===== src/rtl/ecc_rmw_pkg.sv =====
// Package: shared FSM state type and constant helpers for the SECDED code.
// Assumes Hamming positions 1..CW-1 with check bits at powers of two.
package ecc_rmw_pkg;

    typedef enum logic [1:0] {
        ST_IDLE    = 2'd0,
        ST_RD_WAIT = 2'd1,
        ST_MERGE   = 2'd2
    } rmw_state_t;

    // Number of Hamming check bits needed for a data width (excludes overall parity).
    function automatic int hamming_checks(input int dw);
        int p;
        p = 1;
        while ((1 << p) < dw + p + 1) p++;
        return p;
    endfunction

    // True when v is a power of two (a check-bit position).
    function automatic logic is_pow2(input int v);
        return (v & (v - 1)) == 0;
    endfunction

    // True when codeword position pos is covered by check bit bitn.
    function automatic logic covers(input int pos, input int bitn);
        return ((pos >> bitn) & 1) != 0;
    endfunction

endpackage


===== src/rtl/ecc_secded_enc.sv =====
// Module: SECDED encoder. Places data at non-power-of-two positions,
// fills Hamming check bits at power-of-two positions, overall parity at bit 0.
// Assumes: purely combinational; DATA_W >= 4.
module ecc_secded_enc
    import ecc_rmw_pkg::*;
#(
    parameter int DATA_W = 64,
    localparam int P     = hamming_checks(DATA_W),
    localparam int CW    = DATA_W + P + 1
) (
    input  logic [DATA_W-1:0] data_i,
    output logic [CW-1:0]     code_o
);

    logic [CW-1:1] placed;
    logic [CW-1:1] hword;
    logic [P-1:0]  par;

    // Scatter data bits onto the data positions of the codeword.
    always_comb begin
        int j;
        j = 0;
        placed = '0;
        for (int pos = 1; pos < CW; pos++) begin
            if (!is_pow2(pos)) begin
                placed[pos] = data_i[j];
                j++;
            end
        end
    end

    // Compute each check bit over the positions it covers.
    always_comb begin
        par = '0;
        for (int g = 0; g < P; g++) begin
            for (int pos = 1; pos < CW; pos++) begin
                if (covers(pos, g)) par[g] = par[g] ^ placed[pos];
            end
        end
    end

    // Insert check bits at their power-of-two positions.
    always_comb begin
        hword = placed;
        for (int g = 0; g < P; g++) begin
            hword[1 << g] = par[g];
        end
    end

    assign code_o = {hword, ^hword};

endmodule


===== src/rtl/ecc_secded_dec.sv =====
// Module: SECDED decoder. Computes the syndrome and overall parity, flips one
// bit when a single error is located, and extracts the data bits.
// Assumes: same layout as ecc_secded_enc; purely combinational.
module ecc_secded_dec
    import ecc_rmw_pkg::*;
#(
    parameter int DATA_W = 64,
    localparam int P     = hamming_checks(DATA_W),
    localparam int CW    = DATA_W + P + 1
) (
    input  logic [CW-1:0]     code_i,
    output logic [DATA_W-1:0] data_o,
    output logic              sbe_o,
    output logic              dbe_o
);

    logic [P-1:0]  syn;
    logic          ovr;
    logic          syn_ok;
    logic [CW-1:1] fixed;

    // Syndrome: recompute each check over the received word.
    always_comb begin
        syn = '0;
        for (int g = 0; g < P; g++) begin
            for (int pos = 1; pos < CW; pos++) begin
                if (covers(pos, g)) syn[g] = syn[g] ^ code_i[pos];
            end
        end
    end

    assign ovr    = ^code_i;
    assign syn_ok = int'(syn) < CW;

    // Correct the located bit when overall parity shows an odd error count.
    always_comb begin
        fixed = code_i[CW-1:1];
        for (int pos = 1; pos < CW; pos++) begin
            if (ovr && (int'(syn) == pos)) fixed[pos] = ~fixed[pos];
        end
    end

    // Gather data bits back from the data positions.
    always_comb begin
        int j;
        j = 0;
        data_o = '0;
        for (int pos = 1; pos < CW; pos++) begin
            if (!is_pow2(pos)) begin
                data_o[j] = fixed[pos];
                j++;
            end
        end
    end

    assign sbe_o = ovr && syn_ok;
    assign dbe_o = (!ovr && (syn != '0)) || (ovr && !syn_ok);

endmodule


===== src/rtl/ecc_byte_merge.sv =====
// Module: byte-lane merge. Takes new bytes where enabled, old bytes elsewhere.
// Assumes: DATA_W is a multiple of 8.
module ecc_byte_merge #(
    parameter int DATA_W  = 64,
    localparam int BYTES  = DATA_W / 8
) (
    input  logic [DATA_W-1:0] old_i,
    input  logic [DATA_W-1:0] new_i,
    input  logic [BYTES-1:0]  be_i,
    output logic [DATA_W-1:0] out_o
);

    for (genvar b = 0; b < BYTES; b++) begin : g_lane
        assign out_o[8*b +: 8] = be_i[b] ? new_i[8*b +: 8] : old_i[8*b +: 8];
    end

endmodule


===== src/rtl/ecc_err_log.sv =====
// Module: error logger. Two saturating counters and a sticky two-bit
// status register with level interrupt. Clear has priority over new events.
// Assumes: events are single-cycle qualified pulses.
module ecc_err_log #(
    parameter int CNT_W = 16
) (
    input  logic             clk,
    input  logic             rst_n,
    input  logic             clr,
    input  logic             sbe_ev,
    input  logic             dbe_ev,
    input  logic             rd_fatal_ev,
    input  logic             rmw_abort_ev,
    output logic [CNT_W-1:0] sbe_count,
    output logic [CNT_W-1:0] dbe_count,
    output logic [1:0]       status,
    output logic             irq
);

    localparam logic [CNT_W-1:0] CNT_MAX = '1;

    logic [1:0] ev;
    assign ev = {dbe_ev, sbe_ev};

    for (genvar g = 0; g < 2; g++) begin : g_cnt
        logic [CNT_W-1:0] q;
        // Saturating event counter.
        always_ff @(posedge clk) begin
            if (!rst_n || clr)             q <= '0;
            else if (ev[g] && q != CNT_MAX) q <= q + 1'b1;
        end
    end

    assign sbe_count = g_cnt[0].q;
    assign dbe_count = g_cnt[1].q;

    // Sticky status bits for uncorrectable events.
    always_ff @(posedge clk) begin
        if (!rst_n || clr) status <= '0;
        else               status <= status | {rmw_abort_ev, rd_fatal_ev};
    end

    assign irq = |status;

endmodule


===== src/rtl/ecc_rmw_ctrl.sv =====
// Module: top of the ECC write path. Encodes full writes, decodes reads, and
// runs read-modify-write for byte-masked writes with host stall.
// Assumes: the memory controller accepts every command and returns read data
// in command order; at most MAX_RD reads are outstanding.
module ecc_rmw_ctrl
    import ecc_rmw_pkg::*;
#(
    parameter int ADDR_W  = 24,
    parameter int DATA_W  = 64,
    parameter int CNT_W   = 16,
    parameter int MAX_RD  = 8,
    localparam int BYTES  = DATA_W / 8,
    localparam int CW     = DATA_W + hamming_checks(DATA_W) + 1
) (
    input  logic              clk,
    input  logic              rst_n,
    input  logic              clr,
    input  logic              host_valid,
    output logic              host_ready,
    input  logic              host_write,
    input  logic [ADDR_W-1:0] host_addr,
    input  logic [DATA_W-1:0] host_wdata,
    input  logic [BYTES-1:0]  host_be,
    output logic              host_rvalid,
    output logic [DATA_W-1:0] host_rdata,
    output logic              host_rerr,
    output logic              mem_cmd_valid,
    output logic              mem_cmd_write,
    output logic [ADDR_W-1:0] mem_cmd_addr,
    output logic [CW-1:0]     mem_cmd_wdata,
    input  logic              mem_rvalid,
    input  logic [CW-1:0]     mem_rdata,
    output logic [CNT_W-1:0]  sbe_count,
    output logic [CNT_W-1:0]  dbe_count,
    output logic [1:0]        irq_status,
    output logic              irq
);

    localparam int OUT_W = $clog2(MAX_RD + 1);

    rmw_state_t        state_q;
    logic [ADDR_W-1:0] rmw_addr_q;
    logic [DATA_W-1:0] rmw_data_q;
    logic [BYTES-1:0]  rmw_be_q;
    logic              rmw_abort_q;
    logic [DATA_W-1:0] mrg_d, mrg_q;
    logic [OUT_W-1:0]  out_cnt_q, skip_q;

    logic              accept, acc_full, acc_partial, rd_issue, rsp_own;
    logic [DATA_W-1:0] dec_data, enc_in;
    logic              dec_sbe, dec_dbe;
    logic [CW-1:0]     enc_code;

    assign host_ready  = (state_q == ST_IDLE);
    assign accept      = host_valid && host_ready;
    assign acc_full    = accept && host_write && (&host_be);
    assign acc_partial = accept && host_write && !(&host_be);
    assign rd_issue    = accept && !(host_write && (&host_be));
    assign rsp_own     = (state_q == ST_RD_WAIT) && (skip_q == '0) && mem_rvalid;

    ecc_secded_dec #(.DATA_W(DATA_W)) u_dec (
        .code_i (mem_rdata),
        .data_o (dec_data),
        .sbe_o  (dec_sbe),
        .dbe_o  (dec_dbe)
    );

    ecc_byte_merge #(.DATA_W(DATA_W)) u_merge (
        .old_i (dec_data),
        .new_i (rmw_data_q),
        .be_i  (rmw_be_q),
        .out_o (mrg_d)
    );

    assign enc_in = (state_q == ST_MERGE) ? mrg_q : host_wdata;

    ecc_secded_enc #(.DATA_W(DATA_W)) u_enc (
        .data_i (enc_in),
        .code_o (enc_code)
    );

    // Track reads in flight at the memory controller.
    always_ff @(posedge clk) begin
        if (!rst_n) out_cnt_q <= '0;
        else        out_cnt_q <= out_cnt_q + OUT_W'(rd_issue) - OUT_W'(mem_rvalid);
    end

    // Read-modify-write sequencer.
    always_ff @(posedge clk) begin
        if (!rst_n) begin
            state_q     <= ST_IDLE;
            rmw_addr_q  <= '0;
            rmw_data_q  <= '0;
            rmw_be_q    <= '0;
            rmw_abort_q <= 1'b0;
            mrg_q       <= '0;
            skip_q      <= '0;
        end else begin
            case (state_q)
                ST_IDLE: begin
                    if (acc_partial) begin
                        state_q    <= ST_RD_WAIT;
                        rmw_addr_q <= host_addr;
                        rmw_data_q <= host_wdata;
                        rmw_be_q   <= host_be;
                        skip_q     <= out_cnt_q - OUT_W'(mem_rvalid);
                    end
                end
                ST_RD_WAIT: begin
                    if (mem_rvalid) begin
                        if (skip_q == '0) begin
                            state_q     <= ST_MERGE;
                            mrg_q       <= mrg_d;
                            rmw_abort_q <= dec_dbe;
                        end else begin
                            skip_q <= skip_q - 1'b1;
                        end
                    end
                end
                ST_MERGE: state_q <= ST_IDLE;
                default:  state_q <= ST_IDLE;
            endcase
        end
    end

    // Memory command register: host command or write-back.
    always_ff @(posedge clk) begin
        if (!rst_n) begin
            mem_cmd_valid <= 1'b0;
            mem_cmd_write <= 1'b0;
            mem_cmd_addr  <= '0;
            mem_cmd_wdata <= '0;
        end else begin
            mem_cmd_valid <= 1'b0;
            if (state_q == ST_MERGE) begin
                mem_cmd_valid <= !rmw_abort_q;
                mem_cmd_write <= 1'b1;
                mem_cmd_addr  <= rmw_addr_q;
                mem_cmd_wdata <= enc_code;
            end else if (accept) begin
                mem_cmd_valid <= 1'b1;
                mem_cmd_write <= acc_full;
                mem_cmd_addr  <= host_addr;
                mem_cmd_wdata <= enc_code;
            end
        end
    end

    // Host read response register (one cycle of decode latency).
    always_ff @(posedge clk) begin
        if (!rst_n) begin
            host_rvalid <= 1'b0;
            host_rdata  <= '0;
            host_rerr   <= 1'b0;
        end else begin
            host_rvalid <= mem_rvalid && !rsp_own;
            if (mem_rvalid) begin
                host_rdata <= dec_data;
                host_rerr  <= dec_dbe;
            end
        end
    end

    ecc_err_log #(.CNT_W(CNT_W)) u_log (
        .clk          (clk),
        .rst_n        (rst_n),
        .clr          (clr),
        .sbe_ev       (mem_rvalid && dec_sbe),
        .dbe_ev       (mem_rvalid && dec_dbe),
        .rd_fatal_ev  (mem_rvalid && dec_dbe && !rsp_own),
        .rmw_abort_ev (rsp_own && dec_dbe),
        .sbe_count    (sbe_count),
        .dbe_count    (dbe_count),
        .status       (irq_status),
        .irq          (irq)
    );

endmodule


===== config.mk =====
export PLATFORM = sky130hd
export DESIGN_NAME = ecc_rmw_ctrl
export DESIGN_NICKNAME = d
export VERILOG_FILES = /design/src/rtl/ecc_rmw_pkg.sv /design/src/rtl/ecc_secded_enc.sv /design/src/rtl/ecc_secded_dec.sv /design/src/rtl/ecc_byte_merge.sv /design/src/rtl/ecc_err_log.sv /design/src/rtl/ecc_rmw_ctrl.sv
export SDC_FILE = /design/constraint.sdc
export NUM_CORES = 1
export LEC_CHECK = 0
export BUFFER_PORTS_ARGS = -buffer_cell sky130_fd_sc_hd__buf_2
export CORE_MARGIN = 4
export CORE_UTILIZATION = 29
export CTS_CLUSTER_SIZE = 8
export DETAILED_ROUTE_END_ITERATION = 10
export MAX_ROUTING_LAYER = met4
export SKIP_LAST_GASP = 1
export SYNTH_ARGS = -nofsm -noshare
export SYNTH_HDL_FRONTEND = slang
export SYNTH_SLANG_ARGS = --single-unit

===== constraint.sdc =====
create_clock -name clk -period 6.65 [get_ports clk]
set_clock_uncertainty 0.2 [all_clocks]
set_input_delay 0.3325 -clock clk [delete_from_list [all_inputs] [get_ports clk]]
set_output_delay 0.3325 -clock clk [all_outputs]
set_load 0.1 [all_outputs]

==> metrics.log <==
[metrics] share of final-layout standard cells stronger than drive strength 1: 17.3%
[metrics] via/cell ratio: 4.92
[metrics] top achievable clock speed: 215 MHz
[metrics] endpoint required time on the critical path: 6.92 ns
[metrics] remaining antenna violation count after routing: 0
[metrics] routed wire length: 76000 um
[metrics] category of the worst setup path capture point: register
[metrics] Slew Limit Headroom: 19.8%
[metrics] clock tree buffer depth: 3
[metrics] worst path cell trace: dlygate4sd3_1, buf_2, xor2_1, xnor2_1, xnor3_1, xnor2_1, nand3_1, and2_1, or4_1, xnor2_1, o211a_1, dlygate4sd3_1
[metrics] unrepaired setup endpoints after global routing: no
[metrics] register bit count reported by yosys: 369
[metrics] routability cong.: 0.946
[metrics] PwrDens: 352 mW/mm^2
[metrics] number of nets produced by synthesis: 2561
[metrics] overall die height: 267 um
[metrics] family of cells with the greatest summed delay on the critical path: XOR/XNOR gates
[metrics] Primary FF master, synth: sky130_fd_sc_hd__dfxtp_1
[metrics] flop2flop setup slack: 2.59 ns
[metrics] leakage power total: 9.96 nW
[metrics] Rows: 94
[metrics] Storage cell area: 0.00739 mm^2
[metrics] number of violations reported at the end of detailed-routing iteration 0: 1214
[metrics] EDFF count, synth: 0
[metrics] result of the run: finished, final reports clean
[metrics] Unique masters post-synth: 52
[metrics] setup violation total in the final timing report: 0
[metrics] number of max-cap violations: 0
[metrics] worst flop-to-flop path startpoint: state_q[0]$_SDFFE_PN0P_
[metrics] final routed wire length divided by cell count: 20.8 um
[metrics] sequential element share of the synthesized area: 37.9%
[metrics] Chip Width: 267 um
[metrics] fraction of the mapped netlist area in simple logic gates: 18.0%
[metrics] overall fraction of global-route tracks in use: 20.9%
[metrics] most common cell after layout, fill and taps aside: sky130_fd_sc_hd__buf_2
[metrics] Critical path buffers and inverters: 3
[metrics] Clock Sinks: 369
[metrics] period utilization: 70.0%
[metrics] maximum single-stage delay on the critical path: 0.62 ns
[metrics] CTS H-tree lvls: 2
[metrics] number of vias after detailed routing: 18000
[metrics] clock tree from TritonCTS: built
[metrics] Yosys warnings: 0
[metrics] area taken by multi-input logic gates: 0.0114 mm^2
[metrics] fraction of the mapped netlist area in adder cells: 0.809%
[metrics] cell area after synthesis: 0.0195 mm^2
[metrics] Top cell by count, worst path: sky130_fd_sc_hd__xnor2_1
[metrics] aggregate negative setup slack: 0 ns
[metrics] Pins Over Slew Limit: 0
[metrics] first-pass GRT wire length: 111000 um
[metrics] net count of the finished layout: 2960
[metrics] logic depth of the worst register-to-register path: 11
[metrics] number of global-route vias before repair: 17000
[metrics] dominant combinational cell family by area after synthesis: XOR/XNOR gates
[metrics] remaining routing DRC violations: 0
[metrics] Worst Hold Class: in -> reg
[metrics] Initial Util: 29.4%
[metrics] count of input and output buffers: 373
[metrics] sum of net half-perimeters after detailed placement: 55700 um
[metrics] critical path class: in -> reg
[metrics] ys async rst share: 0%
[metrics] xor/xnor share of the synthesized area: 19.7%
[metrics] grt total ovfl: 0
[metrics] mux contribution to synthesized area: 5.96%
[metrics] clock input transition at the sequential cells of the worst setup and hold paths: 0.06 ns
[metrics] count of endpoints failing hold in the final timing report: 0
[metrics] terminus of the critical flop-to-flop path: mem_cmd_wdata[0]$_SDFFE_PN0P_
[metrics] number of iterations in the first detailed-routing pass: 8
[metrics] biggest fanout along the worst timing path: 13
[metrics] commonest cells after routing, fill and taps aside: 373 x sky130_fd_sc_hd__buf_2, 369 x sky130_fd_sc_hd__dfxtp_1, 282 x sky130_fd_sc_hd__nor2_1, 282 x sky130_fd_sc_hd__nand2_1, 271 x sky130_fd_sc_hd__xnor2_1
[metrics] insertion delay of the later-clocked pin in the worst-skew pair: 0.58 ns
[metrics] cells after synthesis: 2375
[metrics] largest net degree at the start of global routing: 163
[metrics] worst setup path startpoint: mem_rdata[6]
[metrics] crit start category: primary input
[metrics] Floorplan Core Area: 0.0662 mm^2
[metrics] num ports: 374
[metrics] initial antenna violation count: 8
[metrics] CTS resizes: 0
[metrics] critical path depth in cells: 12
[metrics] library cell contributing the largest single delay on the critical path: sky130_fd_sc_hd__or4_1
[metrics] die outline area: 0.0714 mm^2
[metrics] smallest hold slack: 0.0238 ns
[metrics] Num CTS Buffers: 52
[metrics] Tightest Pin Transition: 1.20 ns
[metrics] time the final worst path needs with I/O delays and setup: 4.65 ns
[metrics] CTS Root Cell: sky130_fd_sc_hd__clkbuf_16
[metrics] Setup crit end: host_rdata[7]$_SDFFE_PN0P_
[metrics] area added between synthesis and finish: 25.8%
[metrics] Filler Cells Inserted: 6863
[metrics] Max VDD drop: 0.293 mV
[metrics] synthesized-area fraction occupied by ao, oa, aoi and oai cells: 13.6%
[metrics] mean instance size in the synthesized netlist: 8.21 um^2
[metrics] CP Data Arrival Time: 4.92 ns
cell usage after synthesis (2+ instances only):
cell type,instances,area [um^2]
sky130_fd_sc_hd__xor2_1,139,1220
sky130_fd_sc_hd__buf_1,19,71.3
sky130_fd_sc_hd__xnor2_1,271,2370
sky130_fd_sc_hd__nand4_1,7,43.8
sky130_fd_sc_hd__xnor3_1,6,135
sky130_fd_sc_hd__nor3_2,10,100
sky130_fd_sc_hd__a211oi_1,96,721
sky130_fd_sc_hd__o31ai_1,7,52.6
sky130_fd_sc_hd__a21oi_1,247,1240
sky130_fd_sc_hd__nand3_1,16,80.1
sky130_fd_sc_hd__clkbuf_1,133,499
sky130_fd_sc_hd__inv_1,48,180
sky130_fd_sc_hd__a21o_1,3,22.5
sky130_fd_sc_hd__o21ai_1,5,25.0
sky130_fd_sc_hd__nand4b_1,2,17.5
sky130_fd_sc_hd__buf_2,5,25.0
sky130_fd_sc_hd__and3_1,5,31.3
sky130_fd_sc_hd__o21ai_0,47,235
sky130_fd_sc_hd__nor2b_1,2,12.5
sky130_fd_sc_hd__mux2i_1,115,1150
sky130_fd_sc_hd__ha_1,11,138
sky130_fd_sc_hd__nand2b_1,35,219
sky130_fd_sc_hd__nor3_1,114,571
sky130_fd_sc_hd__o211ai_1,29,218
sky130_fd_sc_hd__dfxtp_1,369,7390
sky130_fd_sc_hd__nand2_1,283,1060
sky130_fd_sc_hd__nor2_1,284,1070
sky130_fd_sc_hd__and2_1,4,25.0
sky130_fd_sc_hd__or3_1,9,56.3
sky130_fd_sc_hd__or2_2,8,50.1
sky130_fd_sc_hd__or4_1,18,135
sky130_fd_sc_hd__o221a_2,3,33.8
sky130_fd_sc_hd__a31oi_1,2,12.5
sky130_fd_sc_hd__o211a_1,5,50.1
flip-flops by register name, indices dropped and copies added, names as in the netlist, 8 cells and up:
register	cells
rmw_be_q	8
host_rdata	64
mrg_q	64
mem_cmd_addr	24
rmw_data_q	64
rmw_addr_q	24
u_log.sbe_count	16
u_log.dbe_count	16
mem_cmd_wdata	72
cell families after synthesis:
group                      Yosys count
AOI/OAI and AO/OA                  449
xor gates and xnor gates           421
adders and majority gates           12
buffers and inverters              207
DFF                                369
muxes                              116
and+or+nand+nor                    801
layer usage:
layer  vias up  part of all wire [%]  global-route usage (%)
met5         -                     0                       -
met2       577                    46                    32.7
met3       142                   7.3                    4.69
met1      8502                    43                    26.7
li1       8764                     -                       -
met4         0                   4.0                    7.58
worst min-delay path, stage by stage:
cell,delay (ns)
sky130_fd_sc_hd__buf_2,0.13
sky130_fd_sc_hd__xor2_1,0.15
sky130_fd_sc_hd__nor2_1,0.10
sky130_fd_sc_hd__nor3_1,0.05
how the worst min path moves through the flow:
stage / start / to / slack [ns] / cells after the start
2_1_floorplan: rmw_data_q[0]$_SDFFE_PN0P_ / rmw_data_q[0]$_SDFFE_PN0P_ / 0.23 / 2
3_3_place_gp: rmw_data_q[48]$_SDFFE_PN0P_ / rmw_data_q[48]$_SDFFE_PN0P_ / 0.24 / 2
3_5_place_dp: rmw_data_q[48]$_SDFFE_PN0P_ / rmw_data_q[48]$_SDFFE_PN0P_ / 0.24 / 2
6_report: mem_rdata[30] / host_rdata[24]$_SDFFE_PN0P_ / 0.02 / 4
5_1_grt: mem_rdata[26] / host_rdata[20]$_SDFFE_PN0P_ / 0.02 / 4
4_1_cts: mem_rdata[30] / host_rdata[24]$_SDFFE_PN0P_ / 0.001 / 4
what timing repair did:
item | CTS | global route
endpoints found under the hold margin | 200 | 0
buffers inserted | 0 | 0
hold buffers | 113 | 0
through the flow:
step	utilization, %	cells	worst slack [ns]	area, um^2	power (mW)
after detailed placement	33.3	3471	2.07	22000	6.24
after CTS	37.0	3644	2.18	24500	8.69
after floorplan	-	2375	2.53	19500	5.32
final	37.0	3653	2.00	24500	8.65
after global placement	33.3	3471	2.10	22000	6.22
after global routing	37.0	3652	1.85	24500	9.05
layout make-up:
class	instances	area share, %
diodes	9	0.0918
flip-flops and latches	369	30.1
inverters	49	0.780
well taps	864	4.41
clock buffers	60	5.51
repair buffers	503	12.8
multi-input cells	1799	46.3
power by group:
group          internal [mW]  switching [mW]
Sequential              2.39           0.142
Combinational           1.01            2.74
Clock                   1.40           0.966
Total                   4.80            3.85
Note: power is estimated with default switching activity, not from simulation.
